[config.mk]
export PLATFORM = sky130hd
export DESIGN_NAME = miss_entry_tracker
export DESIGN_NICKNAME = d
export VERILOG_FILES = /design/src/rtl/miss_entry_tracker.sv
export SDC_FILE = /design/constraint.sdc
export NUM_CORES = 1
export LEC_CHECK = 0
export BUFFER_PORTS_ARGS = -buffer_cell sky130_fd_sc_hd__buf_2
export CORE_ASPECT_RATIO = 1.4
export CORE_MARGIN = 10
export CORE_UTILIZATION = 30
export DETAILED_ROUTE_END_ITERATION = 8
export PLACE_DENSITY_LB_ADDON = 0.05
export SYNTH_ARGS = -nofsm -noshare
export SYNTH_HDL_FRONTEND = slang
export SYNTH_SLANG_ARGS = --single-unit
[constraint.sdc]
create_clock -name clk -period 2.2 [get_ports clk]
set_input_delay 0.33 -clock clk [delete_from_list [all_inputs] [get_ports clk]]
set_output_delay 0.33 -clock clk [all_outputs]
set_load 0.05 [all_outputs]
[src/rtl/miss_entry_tracker.sv]
module miss_entry_tracker #(
  parameter int N_REQ = 4,
  parameter int CW    = 8,
  localparam int IDW  = (N_REQ > 1) ? $clog2(N_REQ) : 1
) (
  input  logic                 clk,
  input  logic                 rst_n,
  input  logic                 alloc_i,
  input  logic                 dealloc_i,
  input  logic                 set_pf_i,
  input  logic                 rsp_valid_i,
  input  logic                 rsp_is_ack_i,
  input  logic signed [CW-1:0] rsp_acks_i,
  input  logic                 fwd_gets_i,
  input  logic                 fwd_getx_i,
  input  logic [IDW-1:0]       fwd_req_id_i,
  input  logic [CW-1:0]        fwd_acks_i,
  output logic                 evt_valid_o,
  output logic [2:0]           evt_code_o,
  output logic                 busy_o,
  output logic signed [CW-1:0] pending_o,
  output logic                 prefetch_o,
  output logic [N_REQ-1:0]     gets_mask_o,
  output logic                 getx_valid_o,
  output logic [IDW-1:0]       getx_id_o,
  output logic [CW-1:0]        getx_acks_o,
  output logic                 proto_err_o
);
  localparam logic [2:0] EV_NONE = 3'd0, EV_DZERO = 3'd1, EV_DMORE = 3'd2,
                         EV_DLAST = 3'd3, EV_ACK = 3'd4, EV_ALAST = 3'd5;

  logic signed [CW-1:0] sum;
  logic signed [CW-1:0] pend_nxt;
  logic [N_REQ-1:0]     gets_bit;
  logic                 stray;
  logic                 take;

  assign sum      = pending_o + rsp_acks_i;
  assign gets_bit = N_REQ'(1) << fwd_req_id_i;
  assign stray    = (rsp_valid_i | fwd_gets_i | fwd_getx_i) & ~busy_o;
  assign take     = busy_o & ~alloc_i & ~dealloc_i;
  assign evt_valid_o = rsp_valid_i & take;

  always_comb begin
    evt_code_o = EV_NONE;
    pend_nxt   = pending_o;
    if (evt_valid_o) begin
      if (rsp_is_ack_i) begin
        evt_code_o = (pending_o == CW'(1)) ? EV_ALAST : EV_ACK;
        pend_nxt   = pending_o - CW'(1);
      end else if (rsp_acks_i == '0) begin
        evt_code_o = EV_DZERO;
      end else begin
        evt_code_o = (sum == '0) ? EV_DLAST : EV_DMORE;
        pend_nxt   = sum;
      end
    end
  end

  always_ff @(posedge clk) begin
    if (!rst_n) begin
      busy_o       <= 1'b0;
      pending_o    <= '0;
      prefetch_o   <= 1'b0;
      gets_mask_o  <= '0;
      getx_valid_o <= 1'b0;
      getx_id_o    <= '0;
      getx_acks_o  <= '0;
      proto_err_o  <= 1'b0;
    end else begin
      if (stray) proto_err_o <= 1'b1;
      if (alloc_i || dealloc_i) begin
        busy_o       <= alloc_i;
        pending_o    <= '0;
        prefetch_o   <= 1'b0;
        gets_mask_o  <= '0;
        getx_valid_o <= 1'b0;
        getx_id_o    <= '0;
        getx_acks_o  <= '0;
      end else if (busy_o) begin
        pending_o <= pend_nxt;
        if (set_pf_i)   prefetch_o  <= 1'b1;
        if (fwd_gets_i) gets_mask_o <= gets_mask_o | gets_bit;
        if (fwd_getx_i) begin
          getx_valid_o <= 1'b1;
          getx_id_o    <= fwd_req_id_i;
          getx_acks_o  <= fwd_acks_i;
        end
      end
    end
  end
endmodule

==> results of run 1 <==
layout by cell type (no fill, tap or decap), drive strengths merged, types with 3 or more instances in the layout:
master,count
buf,85
nand2,26
nor2,26
dfxtp,26
a21oi,23
o21ai,13
ha,9
xor2,6
nor4,6
nor3,4
clkbuf,4
and2,4
inv,3
o21bai,3
a211oi,3
per-stage QoR:
step	power (mW)	setup TNS [ns]	cell area, um2	worst slack (ns)	std cells
2_1_floorplan	0.580	-0.217	1540	-0.217	184
3_3_place_gp	0.657	-0.422	2080	-0.402	327
3_5_place_dp	0.656	-0.478	2080	-0.428	327
4_1_cts	0.966	-0.536	2150	-0.517	332
5_1_grt	1.00	-0.703	2170	-0.633	331
6_report	0.949	-0.490	2170	-0.490	331
cells by family (layout without fill, tap and decap cells):
logic type / count (synthesis) / in the layout
fa+ha+maj: 10 / 10
xor+xnor: 8 / 8
simple gates: 76 / 76
flops: 26 / 26
compound gates: 55 / 55
buf+inv: 9 / 92
routing by layer:
| layer | global-route usage, % | share of wire [%] |
|---|---|---|
| met1 | 13.0 | 40 |
| met2 | 21.0 | 53 |
| met3 | 3.20 | 5.9 |
| met4 | 2.65 | 0.65 |
| met5 | 0 | 0 |
final timing paths:
check / slack [ns] / end / cells past startpoint / startpoint
worst min-delay path: 0.29 / busy_o / 2 / alloc_i
worst min register to register: 0.45 / getx_acks_o[6] / 2 / getx_acks_o[6]
worst max-delay path: -0.49 / evt_code_o[0] / 9 / pending_o[0]
worst max register to register: 0.05 / pending_o[6] / 9 / pending_o[0]
layout make-up:
type / instances / area, um2
timing repair buffer: 85 / 504
clock buffer: 4 / 55.1
tap: 64 / 80.1
sequential: 26 / 533
inverter: 3 / 11.3
fill: 543 / 2680
multi-input combinational: 149 / 983
registers in the layout, indices dropped and copies added, names as in the netlist:
signal and cells:
getx_valid_o 1, getx_id_o 2, getx_acks_o 8, pending_o 8, proto_err_o 1, gets_mask_o 4
busy_o 1, prefetch_o 1
power groups by stage:
stage	sequential (mW)	combinational [mW]	clock [mW]
after floorplan	0.507	0.0732	0
after CTS	0.478	0.169	0.318
after global placement	0.489	0.168	0
after detailed placement	0.489	0.167	0
after global routing	0.479	0.186	0.335
final	0.478	0.170	0.301
timing repair:
action	CTS	global route
cloned	0	0
resized for setup	2	3
buffers inserted	1	1
endpoints found under the setup margin	1	2
pin swaps	1	4
==> summary.md, run 1 <==
| Metric | Value |
|---|---|
| Die width | 79.8 um |
| Layout cell share with drive strength beyond 1 | about two fifths |
| Remaining DRCs | 0 |
| CTS buffer count | 3 |
| Post-synth top flop | dfxtp_1 |
| Initial antenna violation count | 0 |
| Logic pwr share | approximately 18% |
| Max-Slew Margin vs Limit | around 67% |
| Crit-path leading delay family | compound AO/OA/AOI/OAI gates |
| Tmin final | 2.69 ns |
| Initial DRC Count | 65 |
| Final ANT Viol Nets | 0 |
| Max VDD drop | 0.000246 V |
| Syn Inst Count | 184 |
| Synth area leader | dfxtp_1 |
| YS warnings | 0 |
| Die Area | 8280 um2 |
| Post-synth EDFFs | 0 |
| Arr. time, crit path | roughly 2.4 ns |
| Async set or reset register ratio after synthesis | 0% |
| Failing checks | setup timing |
| DR vias/cell | 4.92 |
| Max Freq | 0.372 GHz |
| MaxCap Viol Count | 0 |
| Clock sink total | 26 |
| Simple logic cell fraction of the synthesized area | 24.6% |
| Setup Skew | 0.00439 ns |
| Io pins | 57 |
| Synth area leaders | dfxtp_1 35%, a21oi_1 7.7%, ha_1 7.5%, nand2_1 6.5%, nor2_1 6.2% |
| Syn Nets | about 220 |
| Worst Hold Class | in -> reg |
| Critical Path Sink Type | output pin |
| Drt first pass iters | 4 |
| Area Overhead vs Synth | 44.2% |
| Endpoints failing setup | 1 |
| Pint | about 700 uW |
| Pwr Density | 438 nW/um2 |
| Clk slew on worst S/H paths | around 0.080 ns |
| Clock network fraction of total power | a little under a third |
| Sequential power share | 50.4% |
| Final hold vios | 0 |
| Initial Utilization | 31.0% |
| Req. time, crit path | ~1.9 ns |
| Die Y | 104 um |
| Mean Syn Cell Area | 8.17 um2 |
| Slew @ Worst Pin | around 0.49 ns |
| Worst setup SP type | flop |
| Status | finished, violations left |
| Worst Slack Setup Final | -0.490 ns |
| CP Max Fanout | 2 |
| Total grt overflow | 0 |
| Library cells used by synthesis | 44 |
| Slowest stage cell, crit path | fa_2 |
| Final Cycle Share | 122% |
| Peak per-stage delay on the critical path | 0.37 ns |
| Mux cell area share after synthesis | 0% |
| Worst-skew pair later-pin latency | 0.26 ns |
| Net count, final | 305 |
| Largest net degree at the start of global routing | 17 |
| DR vias | 1628 |
| Flops & latches, synth | 26 |
| Row Count | 30 |
| I/O Buffers | 56 |
| CP bufs+invs | 1 |
| Adder-Cell Fraction of Synth Area | around 8.8% |
| Routability cong. | about 0.80 |
| Final Core Density | 44.8% |
| Hold_ws | roughly 0.29 ns |
| Ant diodes | 0 |
| TritonCTS clock tree | yes |
| RSZ-0062 raised after global routing | true |
| Largest family of logic cells by synthesized area | simple AND/OR/NAND/NOR gates |
| CP cell instances | ha_4, fa_2, a211oi_4, o21bai_1, a21oi_1, xor2_1, nand4_1, a21oi_4, buf_6 |
| Vias in the first global route | 1692 |
| Core ar. | ~4800 um2 |
| Mapped cell area | around 1500 um2 |
| Hpwl dp | approximately 4000 um |
| Routed WL | around 4900 um |
| Post-DR wirelength/cell | 15.0 um |
| Static Leakage | 0.969 nW |
| Sw frac | 25.8% |
| Clk Tree Root Cell | clkbuf_8 |
| First-pass GRT wire length | 7980 um |
| Crit Path Category | reg -> out |
| H-tree depth reported by CTS | 1 |
| Register area share after synthesis | 34.6% |
| Top-area cell type share of the netlist area | between 30% and 40% |
| Global Route Usage Sum | 11.7% |
| Hold_buf cts | 0 |
| Compound-gate portion of the synthesized area | 23.8% |
| Max Slew Vio Count | 0 |
| Post-synth top cells | 26 x dfxtp_1, 26 x nand2_1, 25 x nor2_1 |
| Psw | 245 uW |
| Xor and xnor area share after synthesis | between 4 and 5% |
| Clock Path Buffers | 2 |
Note: power is estimated with default switching activity, not from simulation.
==> inputs of run 2 (changes only) <==
==> constraint.sdc (replaced) <==
create_clock -name clk -period 2.55 [get_ports clk]
set_input_delay 0.3825 -clock clk [delete_from_list [all_inputs] [get_ports clk]]
set_output_delay 0.3825 -clock clk [all_outputs]
set_load 0.05 [all_outputs]
==> run 2 against run 1 <==
Compared with the run above: the run still ends with setup timing left; clock skew about the same; worst hold slack better by 0.056 ns; combinational power decreased by 19%; routed wire length down 4.0%; critical path depth down 1; clock-buffer cell count is the same; via count shrank 3.3%; final area decreased by 5.4%; critical path type unchanged; critical endpoint unchanged.
==> summary.md, run 2 (same netlist as run 1, synthesis figures left out) <==
| Metric | Value |
|---|---|
| DR vias | 1575 (-3.3%) |
| Hpwl dp | 3920 um (-3.7%) |
| RSZ-0062 raised after global routing | true |
| Final hold vios | 0 (unchanged) |
| Slew @ Worst Pin | 0.506 ns (+0.0110 ns) |
| Worst reg2reg setup slack | 0.37 ns (+0.32 ns) |
| Tmin final | 2.72 ns |
| Post-DR wirelength/cell | 14.9 um (-0.35%) |
| Max-Slew Margin vs Limit | 66.2% (-0.82 points) |
| Vias in the first global route | 1640 (-3.1%) |
| Net count, final | 293 (-3.9%) |
| Endpoints failing setup | 1 (unchanged) |
| Die Y | 104 um (unchanged) |
| Initial DRC Count | 69 (+6.2%) |
| Clk Tree Root Cell | clkbuf_8 |
| Placed Area | 1960 um2 (-5.5%) |
| Fill cell count | 545 (+0.37%) |
| Pwr Density | 399 nW/um2 (-9.0%) |
| H-tree depth reported by CTS | 1 (unchanged) |
| TritonCTS clock tree | yes |
| MaxCap Viol Count | 0 (unchanged) |
| Total power | 817 uW (-14%) |
| Drt first pass iters | 4 (unchanged) |
| Max Freq | 0.368 GHz |
| Peak per-stage delay on the critical path | 0.36 ns (about the same) |
| CP Max Fanout | 2 (unchanged) |
| Total grt overflow | 0 (unchanged) |
| Die Area | 8280 um2 (unchanged) |
| Core ar. | 4840 um2 (unchanged) |
| Die width | 79.8 um (unchanged) |
| Largest regs | getx_acks_o (8), pending_o (8), gets_mask_o (4) |
| Failing checks | setup timing |
| DR vias/cell | 4.94 (+0.38%) |
| Static Leakage | 0.897 nW (-7.4%) |
| Worst-skew pair later-pin latency | 0.27 ns (about the same) |
| Ant diodes | 0 (unchanged) |
| Remaining DRCs | 0 (unchanged) |
| Area of the multi-input gates | 962 um2 (-2.2%) |
| Worst Hold Class | in -> reg |
| I/O Buffers | 56 (unchanged) |
| Status | finished, violations left |
| Most frequent cells in the layout | 55 x buf_2, 26 x nand2_1, 25 x nor2_1, 22 x a21oi_1, 22 x dfxtp_1 |
| R2R depth | 10 (+1) |
| Initial antenna violation count | 0 (unchanged) |
| Arr. time, crit path | 2.34 ns (-0.02 ns) |
| R2R Path Start | pending_o[0] |
| FF+latch area | 528 um2 (-0.94%) |
| Clk slew on worst S/H paths | 0.09 ns (about the same) |
| Row Count | 30 (unchanged) |
| Crit Path Category | reg -> out |
| Largest net degree at the start of global routing | 15 (-2) |
| Most common cell after layout, fill and taps aside | buf_2 |
| First-pass GRT wire length | 7870 um (-1.3%) |
| Io pins | 57 (unchanged) |
| Max Slew Vio Count | 0 (unchanged) |
| Global Route Usage Sum | 11.4% (-0.31 points) |
| Reg-to-reg endpoint | pending_o[6] |
| Area Overhead vs Synth | 36.5% |
| Clock sink total | 26 (unchanged) |
| Layout cell share with drive strength beyond 1 | 36.9% (-3.6 points) |
| Final Instance Area | 2050 um2 (-5.4%) |
| CP cell instances | ha_4, fa_2, xor2_1, or3_1, nor3_2, nand4_1, a21oi_4, buf_6 |
| Slowest stage cell, crit path | dfxtp_4 |
| CTS buffer count | 3 (unchanged) |
| Final Cycle Share | 107% |
| Hold Crit Depth | 3 (+1) |
| Setup Skew | 0.00409 ns (-0.000300 ns) |
| Critical Path Sink Type | output pin |
| Worst Slack Setup Final | -0.170 ns (+0.320 ns) |
| Worst setup SP type | flop |
| Routed WL | 4750 um (-4.0%) |
| Hold endpoint | getx_acks_o[5] |
| Initial Utilization | 31.0% (unchanged) |
| Req. time, crit path | 2.17 ns (+0.30 ns) |
| Final ANT Viol Nets | 0 (unchanged) |
| Hold Path Origin | fwd_acks_i[5] |
| Routability cong. | 0.738 (-7.4%) |
| Max VDD drop | 0.000224 V (-8.9%) |
| Clock Path Buffers | 2 (unchanged) |
-- run 2: cell count changes in the layout (fill, tap and decap cells not counted), sizes merged --
| cell | previous run | this run |
|---|---|---|
| buf | 85 | 73 |
-- run 2: per-layer routing --
metal  global-route usage, %  routed length [um]  vias up  share of wire [%]
met5                       0                   0        -                  0
li1                        -                   -      798                  -
met3                    3.03                 277        2                5.8
met4                    2.65                  32        0               0.67
met1                    12.3                1890      739                 40
met2                    20.8                2550       36                 54
-- run 2: through the flow --
| step | worst slack [ns] | utilization, % | setup TNS [ns] | instances | hold slack [ns] |
|---|---|---|---|---|---|
| after global placement | -0.234 | 40.6 | -0.234 | 314 | 0.440 |
| after CTS | -0.201 | 42.4 | -0.201 | 319 | 0.333 |
| after global routing | -0.298 | 42.4 | -0.298 | 319 | 0.348 |
| after floorplan | 0.00344 | - | 0 | 184 | 0.500 |
| after detailed placement | -0.253 | 40.6 | -0.253 | 314 | 0.443 |
| final | -0.170 | 42.4 | -0.170 | 319 | 0.342 |
-- run 2: power by group --
group          internal (mW)  switching [mW]
Clock                  0.138           0.129
Combinational         0.0548          0.0825
Sequential             0.409         0.00414
-- run 2: how the worst max path moves through the flow --
| stage | from | end | slack (ns) | depth (start not counted) |
|---|---|---|---|---|
| finish | pending_o[0] | evt_code_o[0] | -0.17 | 8 |
| global placement | rsp_acks_i[0] | evt_code_o[0] | -0.23 | 9 |
| detailed placement | rsp_acks_i[0] | evt_code_o[0] | -0.25 | 9 |
| CTS | pending_o[0] | evt_code_o[0] | -0.20 | 9 |
| floorplan | pending_o[0] | evt_code_o[0] | 0.003 | 6 |
| global route | pending_o[0] | evt_code_o[0] | -0.30 | 8 |
-- run 2: worst max-delay path: cells and delay by family, from the launching register on --
family / cells / cell delay [ns]
AOI/OAI and AO/OA: 1 / 0.16
xor gates and xnor gates: 1 / 0.18
adders and majority gates: 2 / 0.52
buffers and inverters: 1 / 0.17
DFF: 1 / 0.36
and+or+nand+nor: 3 / 0.69
-- run 2: layout make-up --
type / count / share of cell area [%]
inverters: 3 / 0.549
repair buffers: 73 / 20.2
multi-input cells: 149 / 46.9
clock buffers: 4 / 2.68
well taps: 64 / 3.90
flip-flops and latches: 26 / 25.7
-- run 2: repair_timing --
action | 4_1_cts | 5_1_grt
pin swaps | 4 | 2
setup endpoints to repair | 1 | 1
hold buffers | 0 | 0
resized for setup | 5 | 0
endpoints found under the hold margin | 0 | 0
setup buffers | 1 | 0
